--- src/rtl/dir_pkg.sv ---
package dir_pkg;
  typedef enum logic [1:0] {BLK_U = 2'd0, BLK_S = 2'd1, BLK_E = 2'd2} blk_state_e;
  typedef enum logic [1:0] {REQ_RD = 2'd0, REQ_WR = 2'd1, REQ_WB = 2'd2} req_type_e;
  typedef enum logic [1:0] {MSG_DATA = 2'd0, MSG_INV = 2'd1, MSG_FETCH = 2'd2, MSG_FETCH_INV = 2'd3} msg_type_e;
  typedef enum logic [1:0] {CT_IDLE, CT_INV, CT_REPLY, CT_WAIT} ctl_state_e;
endpackage

--- src/rtl/dir_pick.sv ---
module dir_pick #(
  parameter int N = 4,
  localparam int IW = (N > 1) ? $clog2(N) : 1
) (
  input  logic [N-1:0]  vec_i,
  output logic [IW-1:0] idx_o,
  output logic [N-1:0]  rest_o
);
  always_comb begin
    idx_o = '0;
    for (int i = N - 1; i >= 0; i--) begin
      if (vec_i[i]) idx_o = IW'(i);
    end
  end
  // remaining bits once the lowest one is served
  assign rest_o = vec_i & (vec_i - N'(1));
endmodule

--- src/rtl/dir_store.sv ---
module dir_store
  import dir_pkg::*;
#(
  parameter int NUM_BLOCKS = 8,
  parameter int NUM_NODES  = 4,
  parameter int DATA_W     = 16,
  localparam int ADDR_W = (NUM_BLOCKS > 1) ? $clog2(NUM_BLOCKS) : 1
) (
  input  logic                 clk_i,
  input  logic                 rst_ni,
  input  logic [ADDR_W-1:0]    rd_addr_i,
  output blk_state_e           rd_state_o,
  output logic [NUM_NODES-1:0] rd_sharers_o,
  output logic [DATA_W-1:0]    rd_data_o,
  input  logic                 dir_we_i,
  input  logic [ADDR_W-1:0]    wr_addr_i,
  input  blk_state_e           wr_state_i,
  input  logic [NUM_NODES-1:0] wr_sharers_i,
  input  logic                 mem_we_i,
  input  logic [DATA_W-1:0]    mem_wdata_i
);
  blk_state_e           state_arr [NUM_BLOCKS];
  logic [NUM_NODES-1:0] sh_arr    [NUM_BLOCKS];
  logic [DATA_W-1:0]    mem_arr   [NUM_BLOCKS];

  for (genvar b = 0; b < NUM_BLOCKS; b++) begin : g_blk
    blk_state_e           st_q;
    logic [NUM_NODES-1:0] sh_q;
    logic [DATA_W-1:0]    mem_q;
    logic                 hit;
    assign hit = (wr_addr_i == ADDR_W'(b));

    always_ff @(posedge clk_i or negedge rst_ni) begin
      if (!rst_ni) begin
        st_q  <= BLK_U;
        sh_q  <= '0;
        mem_q <= DATA_W'(b);
      end else begin
        if (dir_we_i && hit) begin
          st_q <= wr_state_i;
          sh_q <= wr_sharers_i;
        end
        if (mem_we_i && hit) mem_q <= mem_wdata_i;
      end
    end

    assign state_arr[b] = st_q;
    assign sh_arr[b]    = sh_q;
    assign mem_arr[b]   = mem_q;
  end

  assign rd_state_o   = state_arr[rd_addr_i];
  assign rd_sharers_o = sh_arr[rd_addr_i];
  assign rd_data_o    = mem_arr[rd_addr_i];
endmodule

--- src/rtl/dir_ctrl.sv ---
module dir_ctrl
  import dir_pkg::*;
#(
  parameter int NUM_NODES  = 4,
  parameter int NUM_BLOCKS = 8,
  parameter int DATA_W     = 16,
  localparam int NODE_W = (NUM_NODES > 1) ? $clog2(NUM_NODES) : 1,
  localparam int ADDR_W = (NUM_BLOCKS > 1) ? $clog2(NUM_BLOCKS) : 1
) (
  input  logic              clk_i,
  input  logic              rst_ni,
  input  logic              req_valid_i,
  output logic              req_ready_o,
  input  logic [1:0]        req_type_i,
  input  logic [NODE_W-1:0] req_node_i,
  input  logic [ADDR_W-1:0] req_addr_i,
  input  logic [DATA_W-1:0] req_data_i,
  input  logic              resp_valid_i,
  input  logic [NODE_W-1:0] resp_node_i,
  input  logic [ADDR_W-1:0] resp_addr_i,
  input  logic [DATA_W-1:0] resp_data_i,
  output logic              msg_valid_o,
  output logic [1:0]        msg_type_o,
  output logic [NODE_W-1:0] msg_node_o,
  output logic [ADDR_W-1:0] msg_addr_o,
  output logic [DATA_W-1:0] msg_data_o
);
  localparam logic [NUM_NODES-1:0] ONE = NUM_NODES'(1);

  ctl_state_e           ctl_q, ctl_d;
  logic [ADDR_W-1:0]    pend_addr_q, pend_addr_d;
  logic [NODE_W-1:0]    pend_node_q, pend_node_d;
  logic [NODE_W-1:0]    owner_q, owner_d;
  logic                 pend_wr_q, pend_wr_d;
  logic [NUM_NODES-1:0] inv_mask_q, inv_mask_d;
  logic [DATA_W-1:0]    reply_data_q, reply_data_d;

  blk_state_e           cur_state;
  logic [NUM_NODES-1:0] cur_sh, req_bit, inv_first;
  logic [DATA_W-1:0]    cur_data;

  logic                 dir_we, mem_we;
  logic [ADDR_W-1:0]    wr_addr;
  blk_state_e           wr_state;
  logic [NUM_NODES-1:0] wr_sh;
  logic [DATA_W-1:0]    mem_wdata;

  logic              out_v;
  msg_type_e         out_t;
  logic [NODE_W-1:0] out_n;
  logic [ADDR_W-1:0] out_a;
  logic [DATA_W-1:0] out_d;

  logic              msg_valid_q;
  msg_type_e         msg_type_q;
  logic [NODE_W-1:0] msg_node_q;
  logic [ADDR_W-1:0] msg_addr_q;
  logic [DATA_W-1:0] msg_data_q;

  logic [NODE_W-1:0]    own_idx, inv0_idx, inv1_idx;
  logic [NUM_NODES-1:0] own_rest, inv0_rest, inv1_rest;

  dir_store #(.NUM_BLOCKS(NUM_BLOCKS), .NUM_NODES(NUM_NODES), .DATA_W(DATA_W)) u_store (
    .clk_i, .rst_ni,
    .rd_addr_i(req_addr_i), .rd_state_o(cur_state), .rd_sharers_o(cur_sh), .rd_data_o(cur_data),
    .dir_we_i(dir_we), .wr_addr_i(wr_addr), .wr_state_i(wr_state), .wr_sharers_i(wr_sh),
    .mem_we_i(mem_we), .mem_wdata_i(mem_wdata)
  );

  assign req_bit   = ONE << req_node_i;
  assign inv_first = cur_sh & ~req_bit;

  dir_pick #(.N(NUM_NODES)) u_pick_own  (.vec_i(cur_sh),     .idx_o(own_idx),  .rest_o(own_rest));
  dir_pick #(.N(NUM_NODES)) u_pick_inv0 (.vec_i(inv_first),  .idx_o(inv0_idx), .rest_o(inv0_rest));
  dir_pick #(.N(NUM_NODES)) u_pick_inv1 (.vec_i(inv_mask_q), .idx_o(inv1_idx), .rest_o(inv1_rest));

  assign req_ready_o = (ctl_q == CT_IDLE);

  always_comb begin
    ctl_d        = ctl_q;
    pend_addr_d  = pend_addr_q;
    pend_node_d  = pend_node_q;
    owner_d      = owner_q;
    pend_wr_d    = pend_wr_q;
    inv_mask_d   = inv_mask_q;
    reply_data_d = reply_data_q;
    dir_we    = 1'b0;
    mem_we    = 1'b0;
    wr_addr   = req_addr_i;
    wr_state  = BLK_U;
    wr_sh     = '0;
    mem_wdata = req_data_i;
    out_v = 1'b0;
    out_t = MSG_DATA;
    out_n = req_node_i;
    out_a = req_addr_i;
    out_d = cur_data;
    unique case (ctl_q)
      CT_IDLE: if (req_valid_i) begin
        pend_addr_d = req_addr_i;
        pend_node_d = req_node_i;
        case (req_type_i)
          REQ_RD, REQ_WR: begin
            out_v = 1'b1;
            if (cur_state == BLK_E) begin
              out_t     = (req_type_i == REQ_WR) ? MSG_FETCH_INV : MSG_FETCH;
              out_n     = own_idx;
              out_d     = '0;
              owner_d   = own_idx;
              pend_wr_d = (req_type_i == REQ_WR);
              ctl_d     = CT_WAIT;
            end else if (req_type_i == REQ_RD) begin
              dir_we   = 1'b1;
              wr_state = BLK_S;
              wr_sh    = cur_sh | req_bit;
            end else begin
              dir_we   = 1'b1;
              wr_state = BLK_E;
              wr_sh    = req_bit;
              if (inv_first != '0) begin
                out_t        = MSG_INV;
                out_n        = inv0_idx;
                out_d        = '0;
                inv_mask_d   = inv0_rest;
                reply_data_d = cur_data;
                ctl_d        = (inv0_rest != '0) ? CT_INV : CT_REPLY;
              end
            end
          end
          REQ_WB: if (cur_state == BLK_E && (cur_sh & req_bit) != '0) begin
            dir_we = 1'b1;
            mem_we = 1'b1;
          end
          default: ;
        endcase
      end
      CT_INV: begin
        out_v      = 1'b1;
        out_t      = MSG_INV;
        out_n      = inv1_idx;
        out_a      = pend_addr_q;
        out_d      = '0;
        inv_mask_d = inv1_rest;
        if (inv1_rest == '0) ctl_d = CT_REPLY;
      end
      CT_REPLY: begin
        out_v = 1'b1;
        out_n = pend_node_q;
        out_a = pend_addr_q;
        out_d = reply_data_q;
        ctl_d = CT_IDLE;
      end
      CT_WAIT: if (resp_valid_i && resp_node_i == owner_q && resp_addr_i == pend_addr_q) begin
        out_v   = 1'b1;
        out_n   = pend_node_q;
        out_a   = pend_addr_q;
        out_d   = resp_data_i;
        dir_we  = 1'b1;
        wr_addr = pend_addr_q;
        if (pend_wr_q) begin
          wr_state = BLK_E;
          wr_sh    = ONE << pend_node_q;
        end else begin
          wr_state  = BLK_S;
          wr_sh     = (ONE << owner_q) | (ONE << pend_node_q);
          mem_we    = 1'b1;
          mem_wdata = resp_data_i;
        end
        ctl_d = CT_IDLE;
      end
      default: ctl_d = CT_IDLE;
    endcase
  end

  always_ff @(posedge clk_i or negedge rst_ni) begin
    if (!rst_ni) begin
      ctl_q        <= CT_IDLE;
      pend_addr_q  <= '0;
      pend_node_q  <= '0;
      owner_q      <= '0;
      pend_wr_q    <= 1'b0;
      inv_mask_q   <= '0;
      reply_data_q <= '0;
      msg_valid_q  <= 1'b0;
      msg_type_q   <= MSG_DATA;
      msg_node_q   <= '0;
      msg_addr_q   <= '0;
      msg_data_q   <= '0;
    end else begin
      ctl_q        <= ctl_d;
      pend_addr_q  <= pend_addr_d;
      pend_node_q  <= pend_node_d;
      owner_q      <= owner_d;
      pend_wr_q    <= pend_wr_d;
      inv_mask_q   <= inv_mask_d;
      reply_data_q <= reply_data_d;
      msg_valid_q  <= out_v;
      msg_type_q   <= out_t;
      msg_node_q   <= out_n;
      msg_addr_q   <= out_a;
      msg_data_q   <= out_d;
    end
  end

  assign msg_valid_o = msg_valid_q;
  assign msg_type_o  = msg_type_q;
  assign msg_node_o  = msg_node_q;
  assign msg_addr_o  = msg_addr_q;
  assign msg_data_o  = msg_data_q;
endmodule

--- config.mk ---
export PLATFORM = sky130hd
export DESIGN_NAME = dir_ctrl
export DESIGN_NICKNAME = d
export VERILOG_FILES = /design/src/rtl/dir_pkg.sv /design/src/rtl/dir_pick.sv /design/src/rtl/dir_store.sv /design/src/rtl/dir_ctrl.sv
export SDC_FILE = /design/constraint.sdc
export NUM_CORES = 1
export LEC_CHECK = 0
export BUFFER_PORTS_ARGS = -buffer_cell sky130_fd_sc_hd__buf_2
export CORE_MARGIN = 8
export CORE_UTILIZATION = 40
export DETAILED_ROUTE_END_ITERATION = 7
export GPL_TIMING_DRIVEN = 1
export PLACE_DENSITY = 0.56
export SETUP_SLACK_MARGIN = 0.2
export SYNTH_ARGS = -nofsm -noshare
export SYNTH_HDL_FRONTEND = slang
export SYNTH_SLANG_ARGS = --single-unit
--- constraint.sdc ---
create_clock -name clk_i -period 3.75 [get_ports clk_i]
set_input_delay 0.1875 -clock clk_i [delete_from_list [all_inputs] [get_ports clk_i]]
set_output_delay 0.1875 -clock clk_i [all_outputs]
set_load 0.01 [all_outputs]
======== Word-level counts from Yosys, hierarchy flattened ========
Index checks and enable logic that the tools add are counted.
Widths: inputs -> output; s select.
operators by class
  $add $sub $neg .......................... 2
  multiply operators ...................... 0
  div/mod/pow operators ................... 0
  $lt $le $gt $ge ......................... 1
  eq/ne operators ......................... 24
  shift-type cells ........................ 3
  mux-type cells .......................... 91
  bitwise logic cells ..................... 10
  reduce and logical (&&, ||, !) cells .... 34
operator list
  operator             count
  $mux 16              11
  $mux 2               37
  $pmux 16 s4          1
  $mux 4               13
  $bmux 16 s3          1
  $logic_and 1x1->1    19
  $reduce_and 6->1     3
  $and 4x4->4          4
  $pmux 2 s4           2
  $pmux 4 s2           2
  $mux 1               13
  $bmux 4 s3           1
  $eq 3x3->1 const B   4
  $reduce_bool 4->1    3
  $shl 1x2->4 const A  3
  $ne 2x2->1 const B   5
  $eq 2x2->1 const B   4
  $or 4x4->4           2
  $pmux 2 s2           2
  $sub 4x1->4 const B  2
  $bmux 2 s3           1
  $eq 3x2->1 const B   2
  $mux 3               2
  $pmux 1 s2           3
  20 further kinds     25
storage, ports and cells
  flip-flop bits (word level) ............. 230
  latch bits .............................. 0
  RAM bits ................................ 0
  bits in read-only memories .............. 0
  input bits .............................. 48
  memories kept ........................... 0

======== Depth between registers and ports, before layout ========
Gate-level depths: netlist of the first run.
  depth after elaboration ................. 15
  mapped depth ............................ 12
  gate-level depth less buffers ........... 8

======== Cells and area by module ========
From an unflattened synthesis of the first run, not the netlist that was laid out.
unflattened totals
  cell total of the unflattened synthesis .. 802
  area, all modules ....................... 11,693.7 um^2
by module, submodules not included
  module     instances  cells an instance  area an instance (um^2)  seq. area each (um^2)
  dir_store  1          465                8,296.7                  4,419.2
  dir_ctrl   1          307                3,220.6                  1,351.3
  dir_pick   3          10                 58.8                     0.0

======== Worst setup path after synthesis of the first run ========
Ideal clock, no wire load.
  path kind ............................... input to register
  start point ............................. input req_addr_i[1]
  end point ............................... register u_store.g_blk[0].mem_q[10]
  setup time .............................. 0.125 ns
  arrival time ............................ 2.659 ns
  setup slack ............................. 0.965 ns
  stages on the path ...................... 10
  path buffers ............................ 4
  cells stage by stage .................... buf_6 > mux4_1 > mux2_4 > mux4_2 > a21o_1 > buf_6 > and3_4 > buf_6 > buf_12 > mux2_4
between the ends
  cells in the longest elaborated chain, start to end .. 12
  elaborated cells between the ends (all ways) .. 19
  classes of those cells .................. eq/ne (1); mux (12); bitwise (2); reduce/logical (4)
ends and longest elaborated chain
  item                                        RTL line                          RTL
  start: declaration                          dir_ctrl.sv:16                    input logic [ADDR_W-1:0] req_addr_i,
  $not 3->4 (implied by the code)             dir_store.sv:52, dir_store.sv:53
  $bmux 4 s3                                  dir_store.sv:53                   assign rd_sharers_o = sh_arr[rd_addr_i];
  $mux 4 (implied by the code) (2 in series)  dir_store.sv:53
  $and 4x4->4                                 dir_ctrl.sv:130                   REQ_WB: if (cur_state == BLK_E && (cur_sh & req_bit) != '0) begin
  $reduce_bool 4->1                           dir_ctrl.sv:130
  $logic_and 1x1->1                           dir_ctrl.sv:130
  $mux 1                                      dir_ctrl.sv:130
  $mux 1                                      dir_ctrl.sv:102                   case (req_type_i)
  $mux 1                                      dir_ctrl.sv:99                    CT_IDLE: if (req_valid_i) begin
  $pmux 1 s2                                  dir_ctrl.sv:98                    unique case (ctl_q)
  $logic_and 1x1->1 *                         dir_store.sv:43                   if (mem_we_i && hit) mem_q <= mem_wdata_i;
  end signal: assignment                      dir_store.sv:37                   mem_q <= DATA_W'(b);
  end signal: assignment                      dir_store.sv:43
  end: declaration                            dir_store.sv:29                   logic [DATA_W-1:0] mem_q;
Mark *: on every way between the ends. The rest lies on a longest branch, timed or not. The select of a mux whose other input is x is not followed.
A chain may end at the register's enable or synchronous reset.

======== Worst setup path after layout of the first run ========
  start point ............................. register owner_q[1]
  end point ............................... register u_store.g_blk[2].mem_q[15]
between the ends
  cells in the longest elaborated chain, start to end .. 7
  elaborated cells between the ends (all ways) .. 11
  classes of those cells .................. eq/ne (2); mux (6); reduce/logical (3)
ends and longest elaborated chain
  item                               RTL line         RTL
  start: declaration                 dir_ctrl.sv:33   logic [NODE_W-1:0] owner_q, owner_d;
  start signal: assignment           dir_ctrl.sv:193  owner_q <= owner_d;
  $eq 2x2->1 *                       dir_ctrl.sv:153  CT_WAIT: if (resp_valid_i && resp_node_i == owner_q && resp_addr_i == pend_addr_q) begin
  $logic_and 1x1->1 * (2 in series)  dir_ctrl.sv:153
  $mux 3                             dir_ctrl.sv:153
  $mux 3                             dir_ctrl.sv:98
  $eq 3x2->1                         dir_store.sv:31  assign hit = (wr_addr_i == ADDR_W'(b));
  $logic_and 1x1->1                  dir_store.sv:43
  end signal: assignment             dir_store.sv:37
  end signal: assignment             dir_store.sv:43
  end: declaration                   dir_store.sv:29
Mark *: on every way between the ends. The rest lies on a longest branch, timed or not.

==> load_flow_metrics.sql, run 1 <==
INSERT INTO impl_metrics (metric_group, metric, value, unit) VALUES
('outcome', 'result_of_the_run', 'finished, final reports clean', ''),
('clock_network', 'number_of_buffers_created_by_cts', '27', ''),
('die', 'die_w', '184', 'um'),
('global_routing', 'grtUsageTotal', '17.1', '%'),
('cells_and_area', 'most-common-layout-cells', 'dfrtp_1, mux2_2, buf_2', ''),
('critical_path', 'required', '4180', 'ps'),
('yosys', 'syn_area', '11200', 'um2'),
('global_routing', 'first_global_vias', '7444', ''),
('sta', 'rsz_0062_raised_after_global_routing', 'no', ''),
('critical_path', 'timing.critical_path.arrival', '3550', 'ps'),
('cells_and_area', 'layout_commonest_cell', 'dfrtp_1', ''),
('yosys', 'synth_area_leader_cell', 'dfrtp_1', ''),
('clock_network', 'cts.clk_slew.worst_paths', '60', 'ps'),
('critical_path', 'cp_cell_instances', 'xnor2_1 -> nand4_1 -> nor3_4 -> mux2i_1 -> nor2b_1 -> nand3_2 -> mux2_2', ''),
('cells_and_area', 'area.growth.synth_to_final', '16.5', '%'),
('yosys', 'synth.avg_cell_area', '13.5', 'um2'),
('clock_network', 'cts_buffer_depth', '3', ''),
('pwr', 'power-per-cell-area', '542', 'nW/um2'),
('pwr', 'p_leak', '6.26', 'nW'),
('die', 'placeableCoreArea', '27700', 'um2'),
('sta', 'worst-slew-pin-transition', '1000', 'ps'),
('pwr', 'finalPower', '7.09', 'mW'),
('yosys', 'yosys_warnings', '0', ''),
('yosys', 'synth_fp_nets', '881', ''),
('drt', 'total_vias_in_the_final_route', '7199', ''),
('clock_network', 'clock_latency', '540', 'ps'),
('die', 'total_i_o_pin_count', '73', ''),
('pwr', 'worst_ir_drop_vdd', '0.349', 'mV'),
('sta', 'achievable-frequency', '0.320', 'GHz'),
('place', 'placedCellCount', '1263', ''),
('sta', 'final.setup.worst_slack', '629', 'ps'),
('clock_network', 'cts_tree', 'built', ''),
('cells_and_area', 'number_of_fillers_in_the_final_layout', '2498', ''),
('drt', 'first_pass_iters', '4', ''),
('yosys', 'syn-instance-count', '829', ''),
('place', 'io_buffer_count', '72', ''),
('global_routing', 'grt_pass1_wl', '45200', 'um'),
('sta', 'slew_headroom', '33.1', '%'),
('place', 'detailed_place_hpwl', '18800', 'um'),
('sta', 'finClkSkew', '9.17', 'ps'),
('cells_and_area', 'stdcell_area', '13100', 'um2'),
('cells_and_area', 'layout_net_count', '968', ''),
('drt', 'detail_route.wl_per_cell', '21.6', 'um'),
('yosys', 'synth-edff-count', '0', ''),
('die', 'total_number_of_placement_rows', '61', ''),
('clock_network', 'root_cell_of_the_clock_tree', 'clkbuf_16', ''),
('place', 'postPlaceCellArea', '12100', 'um2'),
('cells_and_area', 'multi_input_area', '5190', 'um2'),
('cells_and_area', 'utilization_after_layout', '47.2', '%'),
('critical_path', 'crit_slowest_cell', 'nand3_2', ''),
('drt', 'vias_per_cell', '5.48', ''),
('yosys', 'synth-async-reset-ratio', '100', '%'),
('global_routing', 'gr-total-overflow', '0', ''),
('clock_network', 'cts-htree-levels', '1', ''),
('yosys', 'netlist_top_cells_area', 'dfrtp_1, mux2_2, mux4_2', ''),
('place', 'detailedPlace.worstSlack', '485', 'ps'),
('place', 'place_congestion', '0.844', ''),
('sta', 'post-route-period-util', '83.2', '%'),
('min_path', 'hp-class', 'in -> reg', ''),
('clock_network', 'post_cts_buffers', '0', ''),
('yosys', 'ys_dominant_reg_cell', 'dfrtp_1', ''),
('critical_path', 'crit_path_max_fanout', '16', ''),
('cells_and_area', 'antenna_cell_count', '0', ''),
('cells_and_area', 'final_cell_count_no_fill', '1314', ''),
('sta', 'drv_slew', '0', ''),
('critical_path', 'timing.setup.critical_path_class', 'reg -> reg', ''),
('cells_and_area', 'share_of_post_route_cells_with_drive_strength_above_1', '43.1', '%'),
('sta', 'hold_viol_final', '0', ''),
('die', 'floorplan.initialDensity', '40.5', '%'),
('global_routing', 'largest_net_degree_at_the_start_of_global_routing', '126', ''),
('yosys', 'synth_cell_type_count', '66', '');
logic make-up after synthesis:
family	synth area share (%)
AOI/OAI and AO/OA	7.02
xor gates and xnor gates	0.390
adders and majority gates	0.535
buffers and inverters	2.84
DFF	51.2
muxes	31.5
and+or+nand+nor	6.51
cells in the mapped netlist, drive strengths merged, types with 19 or more instances:
cell and n:
mux2 199, mux4 41, nand2 35, nor2 38, a21oi 26, o21ai 27, clkbuf 24, mux2i 27
inv 19, dfrtp 217, buf 21
flip-flops by register name (all words and copies together) (netlist names), 3 cells and up:
signal	flops
msg_addr_o	3
inv_mask_q	3
u_store.g_blk.sh_q	32
msg_data_o	16
u_store.g_blk.st_q	16
u_store.g_blk.mem_q	128
pend_addr_q	3
reply_data_q	16
path summary, 6_finish.rpt:
path | depth (start not counted) | slack [ps] | start | end
hold reg to reg | 1 | 500 | u_store.g_blk[1].st_q[1] | u_store.g_blk[1].st_q[1]
hold / removal | 4 | 30 | req_type_i[1] | msg_type_o[0]
min in group asynchronous | 2 | 300 | rst_ni | u_store.g_blk[4].sh_q[3]
setup reg to reg | 7 | 630 | owner_q[1] | u_store.g_blk[2].mem_q[15]
setup / recovery | 7 | 630 | owner_q[1] | u_store.g_blk[2].mem_q[15]
max in group asynchronous | 3 | 2520 | rst_ni | u_store.g_blk[7].mem_q[0]
critical path: cells and delay by family, from the launching register on:
kind,cells,cell delay [ps]
and+or+nand+nor,4,1580
muxes,2,770
DFF,1,440
xor gates and xnor gates,1,190
power breakdown:
part / internal (mW) / total (mW) / switching (mW)
combinational: 0.576 / 1.46 / 0.887
sequential: 2.75 / 2.91 / 0.161
clock: 1.67 / 2.71 / 1.04
total: 4.99 / 7.09 / 2.09
timing repair:
action | in CTS | in global routing
hold endpoints to repair | 122 | 0
hold buffers | 2 | 0
resized for setup | 0 | 0
layout make-up:
cell class | instances | share of cell area, %
clock buffer | 39 | 6.04
clock inverter | 10 | 1.07
inverter | 19 | 0.545
multi-input combinational | 536 | 39.7
sequential | 229 | 43.9
tap | 378 | 3.62
timing repair buffer | 103 | 5.15
layer usage:
layer	up-vias	global-route usage, %	part of all wire (%)
met5	-	0	0
met4	0	3.51	1.7
met3	38	2.61	4.1
met2	150	28.0	48
met1	3731	23.7	46
li1	3280	-	-
No activity file was read; power rests on OpenSTA's default activity.
==> inputs of run 2 (changes only) <==
==> constraint.sdc (replaced) <==
create_clock -name clk_i -period 3.25 [get_ports clk_i]
set_input_delay 0.1625 -clock clk_i [delete_from_list [all_inputs] [get_ports clk_i]]
set_output_delay 0.1625 -clock clk_i [all_outputs]
set_load 0.01 [all_outputs]
==> load_flow_metrics.sql, run 2 (same netlist as run 1, synthesis figures left out) <==
INSERT INTO impl_metrics (metric_group, metric, value, unit) VALUES
('sta', 'final.setup.worst_slack', '277', 'ps'),
('run', 'cap_violations', '0', ''),
('sta', 'period_minus_slack', '2970', 'ps'),
('critical_path', 'ff2ff_setup_slack', '280', 'ps'),
('critical_path', 'crit_path_max_fanout', '8', ''),
('drt', 'drt_drc_violations_left', '0', ''),
('global_routing', 'grtUsageTotal', '17.2', '%'),
('die', 'die_w', '184', 'um'),
('die', 'height_of_the_die', '184', 'um'),
('critical_path', 'timing.critical_path.arrival', '3380', 'ps'),
('sta', 'post-route-period-util', '91.5', '%'),
('cells_and_area', 'registers.top_by_ff_count', 'u_store.g_blk.mem_q', ''),
('sta', 'fin_setup_tns', '0', 'ps'),
('cells_and_area', 'largest_register_ff_count', '128', ''),
('die', 'total_number_of_placement_rows', '61', ''),
('critical_path', 'r2r_start', 'u_store.g_blk[3].sh_q[3]', ''),
('die', 'die-area', '33700', 'um2'),
('global_routing', 'grt_pass1_wl', '45400', 'um'),
('critical_path', 'path_depth', '6', ''),
('critical_path', 'timing.critical_path.from_type', 'flop', ''),
('cells_and_area', 'antenna_cell_count', '0', ''),
('clock_network', 'cts.clk_slew.worst_paths', '60', 'ps'),
('drt', 'vias_per_cell', '5.48', ''),
('sta', 'rsz_0062_raised_after_global_routing', 'yes', ''),
('clock_network', 'cts_buffer_depth', '3', ''),
('critical_path', 'cp_cell_instances', 'mux4_1 -> mux2_2 -> mux4_2 -> a211o_1 -> nand3_1 -> mux2_2', ''),
('sta', 'worst-slew-pin-transition', '971', 'ps'),
('global_routing', 'antenna_found_initial', '0', ''),
('critical_path', 'worst_setup_path_startpoint', 'u_store.g_blk[3].sh_q[3]', ''),
('min_path', 'hp-class', 'in -> reg', ''),
('place', 'place_congestion', '0.861', ''),
('critical_path', 'crit-reg2reg-capture', 'u_store.g_blk[7].sh_q[3]', ''),
('clock_network', 'clock_latency', '530', 'ps'),
('cells_and_area', 'layout_commonest_cell', 'dfrtp_1', ''),
('sta', 'drv_slew', '0', ''),
('critical_path', 'timing.critical_path.max_delay_family', 'multiplexers', ''),
('sta', 'finalSetupViolCount', '0', ''),
('clock_network', 'tritoncts_num_sinks', '229', ''),
('pwr', 'power-per-cell-area', '605', 'nW/um2'),
('critical_path', 'critical_path.endpoint', 'u_store.g_blk[7].sh_q[3]', ''),
('drt', 'number_of_violations_reported_at_the_end_of_detailed_routing_iteration_0', '458', ''),
('global_routing', 'gr-total-overflow', '0', ''),
('cells_and_area', 'most-common-layout-cells', 'dfrtp_1, mux2_2, buf_2', ''),
('pwr', 'worst_ir_drop_vdd', '0.350', 'mV'),
('drt', 'detail_route.wl_per_cell', '21.6', 'um'),
('sta', 'finClkSkew', '18.3', 'ps'),
('drt', 'total_detailed_routing_wirelength', '28600', 'um'),
('drt', 'first_pass_iters', '5', ''),
('cells_and_area', 'area.growth.synth_to_final', '17.3', '%'),
('place', 'detailedPlace.worstSlack', '37.7', 'ps'),
('drt', 'ant_nets', '0', ''),
('critical_path', 'end_kind', 'flop', ''),
('cells_and_area', 'reg.largest.list', 'u_store.g_blk.mem_q (128), u_store.g_blk.sh_q (32)', ''),
('place', 'detailed_place_hpwl', '18700', 'um'),
('cells_and_area', 'share_of_post_route_cells_with_drive_strength_above_1', '44.2', '%'),
('critical_path', 'required', '3650', 'ps'),
('critical_path', 'crit_path_top_cell_by_count', 'mux2_2', ''),
('critical_path', 'crit_slowest_cell', 'mux4_1', ''),
('critical_path', 'timing.setup.critical_path_class', 'reg -> reg', ''),
('cells_and_area', 'number_of_fillers_in_the_final_layout', '2505', ''),
('global_routing', 'first_global_vias', '7598', ''),
('cells_and_area', 'layout_net_count', '979', ''),
('outcome', 'result_of_the_run', 'finished, final reports clean', ''),
('pwr', 'finalPower', '7.97', 'mW'),
('drt', 'total_vias_in_the_final_route', '7263', ''),
('clock_network', 'cts-htree-levels', '1', ''),
('die', 'total_i_o_pin_count', '73', ''),
('critical_path', 'worst_path_largest_cell_delay', '530', 'ps'),
('clock_network', 'number_of_buffers_created_by_cts', '26', ''),
('global_routing', 'largest_net_degree_at_the_start_of_global_routing', '112', ''),
('critical_path', 'cp.buffers_inverters', '0', ''),
('critical_path', 'rr_worst_depth', '6', ''),
('sta', 'hold_viol_final', '0', ''),
('pwr', 'p_leak', '6.28', 'nW'),
('place', 'io_buffer_count', '72', ''),
('clock_network', 'root_cell_of_the_clock_tree', 'clkbuf_16', ''),
('die', 'placeableCoreArea', '27700', 'um2'),
('die', 'floorplan.initialDensity', '40.5', '%'),
('sta', 'slew_headroom', '35.3', '%'),
('sta', 'achievable-frequency', '0.336', 'GHz'),
('clock_network', 'cts_tree', 'built', '');
==> run 2: area by class of cell <==
class                   count  area (um2)  area share [%]
flip-flops and latches    229        5750            43.6
multi-input cells         536        5210            39.6
repair buffers            115         817            6.20
clock buffers              40         773            5.87
well taps                 378         473            3.59
clock inverters             8        81.3           0.617
inverters                  19        71.3           0.541
==> run 2: per-layer routing <==
layer	track usage [%]	vias to the layer above	wire length (um)
met1	24.2	3784	13400
li1	-	3295	-
met3	2.41	39	1110
met4	3.81	0	481
met2	27.9	145	13600
met5	0	-	0
==> run 2: worst min path at each step <==
stage	from	to	cells past startpoint
finish	req_type_i[1]	msg_type_o[0]	4
global route	req_type_i[1]	msg_type_o[0]	4
CTS	req_type_i[1]	msg_type_o[0]	4
detailed placement	rst_ni	u_store.g_blk[6].st_q[0]	1
global placement	rst_ni	owner_q[0]	1
floorplan	rst_ni	ctl_q[0]	0
==> run 2: where the power goes <==
group | switching [mW] | internal (mW)
Combinational | 1.04 | 0.674
Clock | 1.17 | 1.72
Sequential | 0.192 | 3.17
Total | 2.41 | 5.56
==> run 2: what timing repair did <==
action / CTS / global route
pin swaps: 0 / 1
endpoints found under the setup margin: 12 / 84
resized for setup: 2 / 7
setup buffers: 0 / 2
hold buffers: 2 / 0
hold endpoints to repair: 103 / 0
==> run 2: worst register-to-register path, stage by stage, from the launching register on <==
cell	delay (ps)
dfrtp_1	390
mux4_1	540
mux2_2	360
mux4_2	510
a211o_1	380
nand3_1	320
mux2_2	380
==> run 2: through the flow <==
stage | utilization, % | cell area (um2) | std cells | hold WS, ps
2_1_floorplan | - | 11200 | 829 | -133
3_3_place_gp | 44.2 | 12200 | 1273 | 322
3_5_place_dp | 44.2 | 12200 | 1273 | 316
4_1_cts | 47.4 | 13100 | 1323 | 13.5
5_1_grt | 47.5 | 13200 | 1325 | 60.7
6_report | 47.5 | 13200 | 1325 | 42.1
==> inputs of run 3 (changes only) <==
==> constraint.sdc (replaced) <==
create_clock -name clk_i -period 3.25 [get_ports clk_i]
set_input_delay 0 -clock clk_i [delete_from_list [all_inputs] [get_ports clk_i]]
set_output_delay 0 -clock clk_i [all_outputs]
set_load 0.01 [all_outputs]
==> load_flow_metrics.sql, run 3 (same netlist as run 1, synthesis figures left out) <==
INSERT INTO impl_metrics (metric_group, metric, value, unit) VALUES
('outcome', 'result_of_the_run', 'finished, final reports clean', ''),
('min_path', 'hold_path_cell_cnt', '3', ''),
('critical_path', 'r2r_start', 'u_store.g_blk[3].sh_q[1]', ''),
('pwr', 'internal_power', '5.67', 'mW'),
('critical_path', 'cp_cell_instances', 'mux4_1 -> mux2_2 -> mux4_2 -> a21o_1 -> buf_4 -> nand3_2 -> buf_4 -> mux2_2', ''),
('global_routing', 'grt_pass1_wl', '45500', 'um'),
('cells_and_area', 'final_cell_count_no_fill', '1357', ''),
('cells_and_area', 'utilization_after_layout', '48.7', '%'),
('critical_path', 'crit_slowest_cell', 'mux4_1', ''),
('critical_path', 'timing.setup.critical_path_class', 'reg -> reg', ''),
('place', 'io_buffer_count', '72', ''),
('cells_and_area', 'share_of_post_route_cells_with_drive_strength_above_1', '42.5', '%'),
('cells_and_area', 'reg.largest.list', 'u_store.g_blk.mem_q (128), u_store.g_blk.sh_q (32)', ''),
('clock_network', 'tritoncts_num_sinks', '229', ''),
('global_routing', 'grtUsageTotal', '17.1', '%'),
('pwr', 'finalPower', '8.06', 'mW'),
('die', 'total_i_o_pin_count', '73', ''),
('place', 'detailed_place_hpwl', '18300', 'um'),
('pwr', 'power_switching_share', '29.6', '%'),
('critical_path', 'rr_worst_depth', '8', ''),
('cells_and_area', 'registers.top_by_ff_count', 'u_store.g_blk.mem_q', ''),
('sta', 'final.setup.worst_slack', '282', 'ps'),
('sta', 'achievable-frequency', '0.337', 'GHz'),
('critical_path', 'end_kind', 'flop', ''),
('critical_path', 'worst_path_largest_cell_delay', '560', 'ps'),
('critical_path', 'worst_setup_path_startpoint', 'u_store.g_blk[3].sh_q[1]', ''),
('run', 'cap_violations', '0', ''),
('cells_and_area', 'layout_net_count', '1011', ''),
('clock_network', 'root_cell_of_the_clock_tree', 'clkbuf_16', ''),
('clock_network', 'clock_latency', '520', 'ps'),
('sta', 'hold_viol_final', '0', ''),
('drt', 'met3_routed_length', '1220', 'um'),
('min_path', 'hp-class', 'in -> reg', ''),
('global_routing', 'first_global_vias', '7766', ''),
('die', 'height_of_the_die', '184', 'um'),
('sta', 'fin_setup_tns', '0', 'ps'),
('sta', 'finalSetupViolCount', '0', ''),
('pwr', 'power-per-cell-area', '597', 'nW/um2'),
('sta', 'worst-slew-pin-transition', '918', 'ps'),
('critical_path', 'timing.critical_path.from_type', 'flop', ''),
('critical_path', 'crit_path_max_fanout', '8', ''),
('sta', 'rsz_0062_raised_after_global_routing', 'yes', ''),
('cells_and_area', 'largest_register_ff_count', '128', ''),
('pwr', 'p_comb_share', '21.4', '%'),
('cells_and_area', 'most-common-layout-cells', 'dfrtp_1, mux2_2, buf_2', ''),
('clock_network', 'cts_tree', 'built', ''),
('global_routing', 'largest_net_degree_at_the_start_of_global_routing', '119', ''),
('critical_path', 'timing.critical_path.max_delay_family', 'multiplexers', ''),
('die', 'floorplan.initialDensity', '40.5', '%'),
('drt', 'm1WireLength', '13200', 'um'),
('critical_path', 'path_depth', '8', ''),
('clock_network', 'cts_buffer_depth', '3', ''),
('sta', 'period_minus_slack', '2970', 'ps'),
('die', 'die_w', '184', 'um'),
('clock_network', 'cts.clk_slew.worst_paths', '60', 'ps'),
('sta', 'post-route-period-util', '91.3', '%'),
('pwr', 'worst_ir_drop_vdd', '0.479', 'mV'),
('sta', 'slew_headroom', '38.8', '%'),
('die', 'placeableCoreArea', '27700', 'um2'),
('clock_network', 'cts-htree-levels', '1', ''),
('die', 'total_number_of_placement_rows', '61', ''),
('place', 'detailedPlace.worstSlack', '217', 'ps'),
('global_routing', 'antenna_found_initial', '0', ''),
('drt', 'vias_per_cell', '5.41', ''),
('sta', 'drv_slew', '0', ''),
('clock_network', 'number_of_buffers_created_by_cts', '26', ''),
('drt', 'detail_route.wl_per_cell', '20.9', 'um'),
('drt', 'number_of_violations_reported_at_the_end_of_detailed_routing_iteration_0', '424', ''),
('cells_and_area', 'area.growth.synth_to_final', '20.3', '%'),
('place', 'place_congestion', '0.849', ''),
('drt', 'first_pass_iters', '7', ''),
('pwr', 'reg_power_share', '41.7', '%'),
('critical_path', 'cp.buffers_inverters', '2', ''),
('critical_path', 'timing.critical_path.arrival', '3370', 'ps'),
('pwr', 'p_leak', '6.44', 'nW'),
('pwr', 'total_switching_power', '2.39', 'mW'),
('cells_and_area', 'layout_commonest_cell', 'dfrtp_1', ''),
('drt', 'met2_length', '13300', 'um'),
('cells_and_area', 'antenna_cell_count', '0', ''),
('critical_path', 'ff2ff_setup_slack', '280', 'ps'),
('pwr', 'power.share.clock', '36.9', '%'),
('place', 'placedCellCount', '1271', ''),
('sta', 'finClkSkew', '15.0', 'ps'),
('min_path', 'hp-start', 'req_data_i[7]', ''),
('drt', 'total_vias_in_the_final_route', '7343', ''),
('drt', 'ant_nets', '0', ''),
('global_routing', 'gr-total-overflow', '0', ''),
('die', 'die-area', '33700', 'um2'),
('drt', 'top_layer_used', 'met4', ''),
('critical_path', 'required', '3650', 'ps'),
('drt', 'total_detailed_routing_wirelength', '28300', 'um'),
('drt', 'drt_drc_violations_left', '0', '');
-- run 3: metrics by stage --
stage,hold slack (ps),area [um2]
after floorplan,-296,11200
after global placement,172,12200
after detailed placement,177,12200
after CTS,6.68,13500
after global routing,26.8,13500
final,9.91,13500
-- run 3: worst reg2reg max path, delay by kind of cell, from the launching register on --
family	cells	cell delay [ps]
AO/OA/AOI/OAI	1	190
buffers and inverters	2	400
flip-flops	1	370
AND/OR/NAND/NOR	1	110
multiplexers	4	1780
-- run 3: timing repair --
action | in CTS | in global routing
pin swaps | 1 | 0
resized for setup | 0 | 4
buffers inserted | 4 | 0
hold buffers | 34 | 0
hold endpoints to repair | 223 | 0
setup endpoints to repair | 6 | 34
-- run 3: metal layers --
metal	vias up	global-route usage [%]
met3	39	2.43
met2	172	27.8
met4	0	4.07
met5	-	0
met1	3766	24.0
li1	3366	-
-- run 3: final cells by class --
cell class	instances	area, um2
fillers	2443	14200
flip-flops and latches	229	5750
multi-input cells	536	5200
repair buffers	147	1130
clock buffers	42	822
well taps	378	473
inverters	19	71.3
clock inverters	6	58.8
-- run 3: final timing paths --
check,endpoint
min,u_store.g_blk[0].mem_q[7]
max,u_store.g_blk[7].mem_q[15]
min in group asynchronous,u_store.g_blk[1].sh_q[0]
min reg2reg,u_store.g_blk[3].sh_q[3]
max in group asynchronous,u_store.g_blk[3].mem_q[0]
max reg2reg,u_store.g_blk[7].mem_q[15]
-- run 3: power groups by stage --
stage	Combinational [mW]	Sequential, mW	Clock, mW
2_1_floorplan	0.989	3.42	0
3_3_place_gp	1.68	3.40	0
3_5_place_dp	1.69	3.41	0
4_1_cts	1.74	3.36	3.05
5_1_grt	1.90	3.40	3.17
6_report	1.73	3.36	2.97
